--- config.mk ---
export PLATFORM = sky130hd
export DESIGN_NAME = core_rst_ctrl
export DESIGN_NICKNAME = d
export VERILOG_FILES = /design/src/rtl/core_rst_pkg.sv /design/src/rtl/req_slot.sv /design/src/rtl/flush_slot.sv /design/src/rtl/txf_decode.sv /design/src/rtl/core_rst_ctrl.sv
export SDC_FILE = /design/constraint.sdc
export NUM_CORES = 1
export LEC_CHECK = 0
export ABC_AREA = 1
export BUFFER_PORTS_ARGS = -buffer_cell sky130_fd_sc_hd__buf_2
export CELL_PAD_IN_SITES_DETAIL_PLACEMENT = 1
export CELL_PAD_IN_SITES_GLOBAL_PLACEMENT = 2
export CORE_ASPECT_RATIO = 0.5
export CORE_MARGIN = 5
export CORE_UTILIZATION = 20
export CTS_CLUSTER_SIZE = 30
export DETAILED_ROUTE_END_ITERATION = 12
export GPL_ROUTABILITY_DRIVEN = 0
export HOLD_SLACK_MARGIN = 0.1
export PLACE_DENSITY = 0.79
export SLEW_MARGIN = 10
export SYNTH_ARGS = -nofsm -noshare
export SYNTH_HDL_FRONTEND = slang
export SYNTH_SLANG_ARGS = --single-unit
--- constraint.sdc ---
create_clock -name clk -period 1.2 [get_ports clk]
set_input_delay 0.12 -clock clk [delete_from_list [all_inputs] [get_ports clk]]
set_output_delay 0.12 -clock clk [all_outputs]
set_load 0.02 [all_outputs]
--- src/rtl/core_rst_pkg.sv ---
package core_rst_pkg;
  // Register bit positions; software decodes these.
  localparam int BIT_CORE  = 0;
  localparam int BIT_BUS   = 1;
  localparam int BIT_FRAME = 2;
  localparam int BIT_RXF   = 4;
  localparam int BIT_TXF   = 5;
  localparam int SEL_LO    = 6;
  localparam int SEL_W     = 5;
  localparam int BIT_DMA   = 30;
  localparam int BIT_IDLE  = 31;
  // Transmit FIFO number that selects every FIFO.
  localparam logic [SEL_W-1:0] SEL_ALL = 5'd16;
endpackage

--- src/rtl/req_slot.sv ---
// Self-clearing request bit that waits for done from N_DONE domains.
module req_slot #(
  parameter int N_DONE = 1
) (
  input  logic              clk,
  input  logic              rst_n,
  input  logic              set,
  input  logic [N_DONE-1:0] done,
  output logic              pend,
  output logic              fin
);
  logic [N_DONE-1:0] seen;
  logic [N_DONE-1:0] got;

  assign got = seen | done;
  assign fin = pend & (&got);

  always_ff @(posedge clk or negedge rst_n) begin
    if (!rst_n) begin
      pend <= 1'b0;
      seen <= '0;
    end else if (pend) begin
      if (fin) begin
        pend <= 1'b0;
        seen <= '0;
      end else begin
        seen <= got;
      end
    end else if (set) begin
      pend <= 1'b1;
      seen <= '0;
    end
  end
endmodule

--- src/rtl/flush_slot.sv ---
// Self-clearing flush bit with a minimum lifetime and a done handshake.
module flush_slot #(
  parameter int MIN_CYC = 8
) (
  input  logic clk,
  input  logic rst_n,
  input  logic set,
  input  logic done,
  input  logic hold,   // core reset in progress: suppress and freeze
  input  logic kill,   // core reset finishing: drop the request
  output logic pend,
  output logic req
);
  localparam int CW = $clog2(MIN_CYC + 1);
  localparam logic [CW-1:0] LAST = CW'(MIN_CYC - 1);

  logic [CW-1:0] cnt;
  logic          seen;
  logic          at_min;
  logic          fin;

  assign at_min = (cnt == LAST);
  assign fin    = pend & ~hold & at_min & (seen | done);
  assign req    = pend & ~hold;

  always_ff @(posedge clk or negedge rst_n) begin
    if (!rst_n) begin
      pend <= 1'b0;
      cnt  <= '0;
      seen <= 1'b0;
    end else if (pend) begin
      if (fin || kill) begin
        pend <= 1'b0;
        cnt  <= '0;
        seen <= 1'b0;
      end else if (hold) begin
        cnt  <= '0;
        seen <= 1'b0;
      end else begin
        if (!at_min) cnt <= cnt + 1'b1;
        seen <= seen | done;
      end
    end else if (set) begin
      pend <= 1'b1;
      cnt  <= '0;
      seen <= 1'b0;
    end
  end
endmodule

--- src/rtl/txf_decode.sv ---
// Maps the transmit FIFO number onto a per-FIFO flush vector.
module txf_decode
  import core_rst_pkg::*;
#(
  parameter int COUNT = 16
) (
  input  logic [SEL_W-1:0] code,
  output logic [COUNT-1:0] map
);
  for (genvar i = 0; i < COUNT; i++) begin : g_fifo
    assign map[i] = (code == SEL_ALL) | (code == SEL_W'(i));
  end
endmodule

--- src/rtl/core_rst_ctrl.sv ---
module core_rst_ctrl
  import core_rst_pkg::*;
#(
  parameter int FLUSH_MIN = 8,
  parameter int TXF_COUNT = 16
) (
  input  logic                 clk,
  input  logic                 rst_n,
  input  logic                 wr_en,
  input  logic [31:0]          wr_data,
  output logic [31:0]          rd_data,
  output logic                 core_rst_req,
  input  logic                 core_rst_done,
  output logic                 bus_rst_req,
  input  logic                 bus_rst_done,
  output logic                 frame_rst_req,
  input  logic                 frame_rst_done,
  output logic                 int_mask_clr,
  output logic                 rxf_flush_req,
  input  logic                 rxf_flush_done,
  output logic                 txf_flush_req,
  output logic [TXF_COUNT-1:0] txf_flush_map,
  input  logic                 txf_flush_done,
  input  logic                 dma_busy,
  input  logic                 master_idle
);
  logic core_pend, core_fin;
  logic bus_pend, bus_fin;
  logic frame_pend, frame_fin;
  logic rxf_pend, txf_pend;
  logic rxf_req_i, txf_req_i;
  logic mask_q;
  logic [SEL_W-1:0] sel_q;
  logic [TXF_COUNT-1:0] map_i;

  req_slot #(.N_DONE(2)) u_core (
    .clk(clk), .rst_n(rst_n),
    .set(wr_en & wr_data[BIT_CORE]),
    .done({bus_rst_done, core_rst_done}),
    .pend(core_pend), .fin(core_fin)
  );

  req_slot #(.N_DONE(1)) u_bus (
    .clk(clk), .rst_n(rst_n),
    .set(wr_en & wr_data[BIT_BUS]),
    .done(bus_rst_done),
    .pend(bus_pend), .fin(bus_fin)
  );

  req_slot #(.N_DONE(1)) u_frame (
    .clk(clk), .rst_n(rst_n),
    .set(wr_en & wr_data[BIT_FRAME]),
    .done(frame_rst_done),
    .pend(frame_pend), .fin(frame_fin)
  );

  flush_slot #(.MIN_CYC(FLUSH_MIN)) u_rxf (
    .clk(clk), .rst_n(rst_n),
    .set(wr_en & wr_data[BIT_RXF]),
    .done(rxf_flush_done),
    .hold(core_pend), .kill(core_fin),
    .pend(rxf_pend), .req(rxf_req_i)
  );

  flush_slot #(.MIN_CYC(FLUSH_MIN)) u_txf (
    .clk(clk), .rst_n(rst_n),
    .set(wr_en & wr_data[BIT_TXF]),
    .done(txf_flush_done),
    .hold(core_pend), .kill(core_fin),
    .pend(txf_pend), .req(txf_req_i)
  );

  txf_decode #(.COUNT(TXF_COUNT)) u_dec (
    .code(sel_q),
    .map(map_i)
  );

  // FIFO number is frozen while a transmit flush is outstanding.
  always_ff @(posedge clk or negedge rst_n) begin
    if (!rst_n) begin
      sel_q  <= '0;
      mask_q <= 1'b0;
    end else begin
      if (wr_en && !txf_pend) sel_q <= wr_data[SEL_LO +: SEL_W];
      mask_q <= wr_en & wr_data[BIT_CORE] & ~core_pend;
    end
  end

  assign core_rst_req  = core_pend;
  assign bus_rst_req   = bus_pend | core_pend;
  assign frame_rst_req = frame_pend;
  assign int_mask_clr  = mask_q;
  assign rxf_flush_req = rxf_req_i;
  assign txf_flush_req = txf_req_i;
  assign txf_flush_map = txf_req_i ? map_i : '0;

  always_comb begin
    rd_data                     = '0;
    rd_data[BIT_CORE]           = core_pend;
    rd_data[BIT_BUS]            = bus_pend;
    rd_data[BIT_FRAME]          = frame_pend;
    rd_data[BIT_RXF]            = rxf_pend;
    rd_data[BIT_TXF]            = txf_pend;
    rd_data[SEL_LO +: SEL_W]    = sel_q;
    rd_data[BIT_DMA]            = dma_busy;
    rd_data[BIT_IDLE]           = master_idle;
  end
endmodule

==> impl_metrics.csv, run 1 <==
group,metric,value,unit
outcome,status,"complete, but fails checks",
outcome,violations,"setup timing",
placement,pre_cts_ws,-288,ps
clocking,h-tree-depth,1,
finish,fillerInstances,975,
power_and_ir_drop,power,7.22,mW
setup_path,setup.worst_path.class,"reg -> out",
detailed_routing,drtPass1Iterations,4,
placement,portBuffers,49,
clocking,clockRootBuffer,"clkbuf_16",
min_path,min_to,"sel_q[2]",
global_routing,grt_first_pass_wirelength,9090,um
sta,fin_ws,-415,ps
yosys,synth_area_per_cell,7.14,um^2
setup_path,crit_slowest_cell,"dfrtp_1",
yosys,ys_ff_latch,25,
yosys,ys_types,24,
setup_path,cp_max_fo,10,
global_routing,grt_antenna_before_repair,0,
clocking,cts_tree,"yes",
sta,whs,102,ps
placement,dpl_cell_area,0.00222,mm^2
floorplanning,ios,96,
finish,final_cells,435,
yosys,synth.area.mux_share,1.32,%
setup_path,reg2regPathDepth,8,
yosys,synth_fa_ha_area_share,1.47,%
sta,rsz0062_at_grt,"yes",
power_and_ir_drop,p_per_area,2500,mW/mm^2
detailed_routing,drtIter0Drc,44,
setup_path,r2r_slack,-20,ps
setup_path,worstSetupStartpointType,"flip-flop",
yosys,seq_area_frac_synth,36.7,%
floorplanning,die_width,141,um
detailed_routing,avgViaCountPerCell,4.05,
yosys,synth_xor_area_share,0,%
sta,hold_violations,0,
floorplanning,initial_utilization,21.0,%
placement,hpwlAfterDp,4340,um
setup_path,critPathArrivalTime,1490,ps
finish,nets,368,
finish,final_cell_area,0.00289,mm^2
min_path,hold_path_depth,2,
sta,tns,-6410,ps
finish,drive_above_1_share,53.9,%
global_routing,groute.usage.overall,10.5,%
yosys,synthTopCellsByArea,"dfrtp_1 (37%), buf_4 (12%), nand2_1 (11%)",
yosys,syn_area,0.00171,mm^2
global_routing,grt-ovfl-total,0,
clocking,cts_sinks,25,
finish,fin_util,35.5,%
yosys,yosysWarnings,0,
sta,finalCritPeriodShare,135,%
flow_run,cap_violations,0,
yosys,synth_top_family_by_area,"simple AND/OR/NAND/NOR gates",
floorplanning,die_h,75.3,um
min_path,hold_path.class,"in -> reg",
sta,fmax,619,MHz
setup_path,r2r_end,"u_rxf.cnt[3]",
power_and_ir_drop,p_leak,1.45,nW
sta,setup_violations,26,
clocking,clk_pin_slew_worst_paths,60,ps
sta,slew_viol_final,0,
floorplanning,dieArea,0.0106,mm^2
setup_path,crit_path_cell_trace,"inv_2, nor2_4, buf_12, a21oi_4, buf_12, nor2_4, buf_6",
sta,finalCriticalPeriod,1610,ps
detailed_routing,vias,1761,
yosys,yosys.area.top_type,"dfrtp_1",
global_routing,grt_pass1_vias,1967,
clocking,worstSkewPairLatency,260,ps
finish,diodes,0,
finish,seq_area,627,um^2
detailed_routing,wl_per_cell,13.0,um
placement,dp_cells,417,
detailed_routing,wl,5640,um
floorplanning,placementRows,23,
setup_path,crit_required,1080,ps
min_path,hp-start,"wr_data[8]",
yosys,synth.top_cell.area_share,36.7,%
yosys,netlist_instances,239,
global_routing,grt_start_max_net_pins,14,
setup_path,critical-path-max-stage-delay,400,ps
sta,fin_skew,2.90,ps
clocking,numCtsBuffers,3,
finish,area_delta_synth_final,69.4,%
setup_path,endpoint_kind,"primary output",
detailed_routing,drc_errors,0,
detailed_routing,ant_nets,0,
clocking,cts_buffer_depth,2,
setup_path,rr_startpoint,"u_core.pend",
power_and_ir_drop,peakVddDrop,0.00106,V
yosys,synth-compound-area-share,11.7,%
finish,multiInputGateArea,0.00114,mm^2
yosys,synthSimpleGateAreaFrac,27.1,%
floorplanning,coreArea,0.00814,mm^2
worst max-delay path, delay by kind of cell, from the launching register on:
family,cells,cell delay (ps)
buf+inv,4,540
flops,1,400
compound gates,1,200
simple gates,2,90
worst max-delay path by stage:
stage                startpoint                 to  slack (ps)  cells past startpoint
detailed placement     sel_q[3]   txf_flush_map[8]        -290                      7
global route         u_txf.pend   txf_flush_map[1]        -480                      7
finish               u_txf.pend   txf_flush_map[1]        -410                      7
CTS                    sel_q[0]   txf_flush_map[8]        -390                      7
global placement       sel_q[3]   txf_flush_map[6]        -200                      8
floorplan           u_core.pend  txf_flush_map[11]        -310                      7
routing by layer:
metal  routed length, um  GRT usage (%)
met1                2170           11.2
met2                3080           22.2
met3                 329           2.26
met4                  54           1.93
met5                   0              0
registers in the layout, indices dropped and copies added, names as in the netlist, 2 cells and up:
register,cells
sel_q,5
u_rxf.cnt,4
u_txf.cnt,4
u_core.seen,2
area by class of cell:
class                   count  share of cell area [%]
multi-input cells         166                    39.4
repair buffers             91                    26.3
flip-flops and latches     25                    21.7
inverters                  37                    4.98
well taps                 112                    4.85
clock buffers               4                    2.73
kinds of logic (layout without fill, tap and decap cells):
group	count (synthesis)	in the layout
compound gates	38	38
fa+ha+maj	2	2
buf+inv	67	132
flops	25	25
mux	2	2
other cells	1	20
simple gates	104	104
cell usage after synthesis:
cell	number
dfrtp_1	25
nand3_1	12
o21bai_1	1
nor2_2	11
conb_1	1
inv_1	34
nand4_1	4
buf_4	27
inv_2	3
buf_6	2
o21a_1	1
nor2_4	1
mux2_2	2
nor2_1	22
or2_2	2
nor3_1	1
and2_1	2
a21oi_2	1
ha_1	2
o22ai_1	1
o21ai_0	10
a21oi_1	24
nand2_1	49
clkbuf_1	1
where the power goes:
part | total [mW] | leakage [nW] | switching (mW) | internal (mW)
Combinational | 5.06 | 1.10 | 2.83 | 2.23
Clock | 0.749 | 0.0382 | 0.295 | 0.454
Sequential | 1.41 | 0.314 | 0.280 | 1.13
what timing repair did:
item | CTS | global route
setup endpoints to repair | 32 | 39
resized for setup | 93 | 50
buffers inserted | 5 | 9
pin swaps | 8 | 16
hold endpoints to repair | 27 | 0
hold buffers | 3 | 0
cells in the final DEF (no fill, tap or decap), types with 5 or more instances in the layout:
master,Yosys,routed
o21ai_2,0,5
dfrtp_1,25,24
inv_2,3,12
buf_6,2,28
a21oi_1,24,16
buf_2,0,27
nor2_4,1,17
conb_1,1,20
inv_1,34,23
nor2_1,22,11
nand3_1,12,8
nand2_1,49,30
nand2_2,0,12
nor2_2,11,6
nand2_4,0,7
a21oi_2,1,6
buf_4,27,30
Power figures use the tool's default switching activity.
==> inputs of run 2 (changes only) <==
- CORE_ASPECT_RATIO: 0.5 -> 0.7
==> run 2 against run 1 <==
- the run still ends with setup timing left
- flip-flop and latch count unchanged
- clock power up 2%
- global-route usage down 0.11 points
- critical path type unchanged
==> impl_metrics.csv, run 2 (same netlist as run 1, synthesis figures left out) <==
group,metric,value,unit
finish,largest_reg_flops,5,
floorplanning,ios,96,
setup_path,r2r_slack,-160,ps
floorplanning,initial_utilization,20.4,%
detailed_routing,avgViaCountPerCell,4.03,
detailed_routing,ant_nets,0,
detailed_routing,vias,1752,
clocking,clockRootBuffer,"clkbuf_16",
clocking,clk_pin_slew_worst_paths,60,ps
outcome,status,"complete, but fails checks",
clocking,h-tree-depth,1,
floorplanning,coreArea,0.00837,mm^2
power_and_ir_drop,switching_share,45.9,%
flow_run,cap_violations,0,
global_routing,groute.usage.overall,10.4,%
setup_path,endpoint_kind,"primary output",
setup_path,setup.worst_path.class,"reg -> out",
finish,fillerInstances,1002,
setup_path,reg2regPathDepth,8,
finish,top_regs,"sel_q (5), u_rxf.cnt (4), u_txf.cnt (4)",
detailed_routing,drc_errors,0,
finish,layout_commonest_cell,"buf_4",
clocking,cts_tree,"yes",
sta,fmax,614,MHz
setup_path,cpMostUsedCell,"nor2_4",
finish,diodes,0,
detailed_routing,wl_per_cell,12.9,um
power_and_ir_drop,pwr-share-seq,19.8,%
setup_path,path_buf_inv,2,
placement,pre_cts_ws,-249,ps
outcome,violations,"setup timing",
floorplanning,placementRows,28,
sta,finalCritPeriodShare,136,%
placement,portBuffers,49,
setup_path,r2r_end,"u_rxf.cnt[3]",
finish,layout_common_cells,"buf_4 (38), nand2_1 (35), inv_1 (27), buf_6 (27), buf_2 (26)",
power_and_ir_drop,p_leak,1.47,nW
placement,hpwlAfterDp,4360,um
sta,setup_violations,34,
setup_path,crit_required,1080,ps
detailed_routing,drtPass1Iterations,4,
setup_path,crit_family,"simple AND/OR/NAND/NOR gates",
power_and_ir_drop,p_int,3.84,mW
min_path,hold_path.class,"in -> reg",
setup_path,cp_max_fo,6,
finish,nets,375,
global_routing,grt-ovfl-total,0,
finish,regMostFlops,"sel_q",
clocking,numCtsBuffers,3,
floorplanning,die_h,87.3,um
setup_path,critPathArrivalTime,1510,ps
setup_path,crit_slowest_cell,"dfrtp_1",
power_and_ir_drop,power_frac_comb,69.5,%
detailed_routing,wl,5630,um
clocking,worstSkewPairLatency,260,ps
power_and_ir_drop,pwr-share-clk,10.7,%
min_path,hold_path_depth,2,
global_routing,grt_pass1_vias,1858,
sta,rsz0062_at_grt,"yes",
power_and_ir_drop,peakVddDrop,0.000980,V
floorplanning,dieArea,0.0105,mm^2
power_and_ir_drop,p_per_area,2480,mW/mm^2
placement,dp_cells,420,
sta,hold_violations,0,
setup_path,critical-path-max-stage-delay,420,ps
finish,drive_above_1_share,50.3,%
power_and_ir_drop,switchingPower,3.27,mW
setup_path,rr_startpoint,"u_core.pend",
global_routing,grt_first_pass_wirelength,8980,um
sta,slew_viol_final,0,
sta,finalCriticalPeriod,1630,ps
clocking,cts_buffer_depth,2,
global_routing,grt_start_max_net_pins,17,
finish,final_cells,435,
min_path,min_to,"sel_q[2]",
finish,area_delta_synth_final,68.3,%
min_path,hp-start,"wr_data[8]",
clocking,cts_sinks,25,
detailed_routing,drtIter0Drc,59,
setup_path,crit_path_cell_trace,"nor2_2, nand2_2, nor2_4, a21oi_4, buf_12, nor2_4, buf_6",
floorplanning,die_width,120,um
sta,fin_ws,-430,ps
setup_path,worstSetupStartpointType,"flip-flop",
global_routing,grt_antenna_before_repair,0,
sta,fin_skew,3.01,ps
-- run 2: changes by cell type in the layout (fill, tap and decap cells not counted), sizes merged --
cell  before  now
buf       88   95
-- run 2: through the flow --
step           utilization (%)  setup TNS, ps  power [mW]  cell area [um^2]  hold slack (ps)
2_1_floorplan                -          -4570        3.67              1840             -176
3_3_place_gp              27.6          -3170        5.07              2310             68.7
3_5_place_dp              27.6          -4250        5.17              2310             71.9
4_1_cts                   32.7          -6510        6.76              2730              105
5_1_grt                   34.3          -9960        7.62              2870              108
6_report                  34.3          -8170        7.11              2870              100
-- run 2: timing repair --
action                                 CTS  global route
gates resized for setup                 90            30
hold buffers                             3             0
endpoints found under the hold margin   16             0
setup endpoints to repair               36            36
pin swaps                               18             6
setup buffers                            6             5
-- run 2: power groups by stage --
stage	Clock [mW]	Sequential (mW)	Combinational [mW]
detailed placement	0	1.37	3.80
floorplan	0	1.52	2.15
global route	0.822	1.45	5.35
global placement	0	1.34	3.73
finish	0.761	1.41	4.94
CTS	0.778	1.38	4.60
-- run 2: layout make-up --
| type | instances | area [um^2] | share of cell area (%) |
|---|---|---|---|
| inverter | 37 | 146 | 5.10 |
| multi-input combinational | 166 | 1060 | 36.9 |
| timing repair buffer | 98 | 830 | 28.9 |
| sequential | 25 | 627 | 21.8 |
| clock buffer | 4 | 78.8 | 2.75 |
| tap | 105 | 131 | 4.58 |
-- run 2: how the worst max path moves through the flow --
| stage | from | endpoint | slack [ps] | cells past startpoint |
|---|---|---|---|---|
| 2_1_floorplan | u_core.pend | txf_flush_map[11] | -310 | 7 |
| 3_3_place_gp | u_txf.pend | txf_flush_map[6] | -190 | 9 |
| 3_5_place_dp | u_txf.pend | txf_flush_map[6] | -250 | 9 |
| 4_1_cts | u_core.pend | txf_flush_map[13] | -420 | 7 |
| 5_1_grt | sel_q[2] | txf_flush_map[7] | -480 | 7 |
| 6_report | sel_q[2] | txf_flush_map[7] | -430 | 7 |
-- run 2: per-layer routing --
metal  vias up  track usage [%]  share of wire, %
met5         -                0                 0
met4         0             1.54              0.36
met3         4             2.34               3.6
met2        34             19.0                51
met1       831             12.9                45
li1        883                -                 -
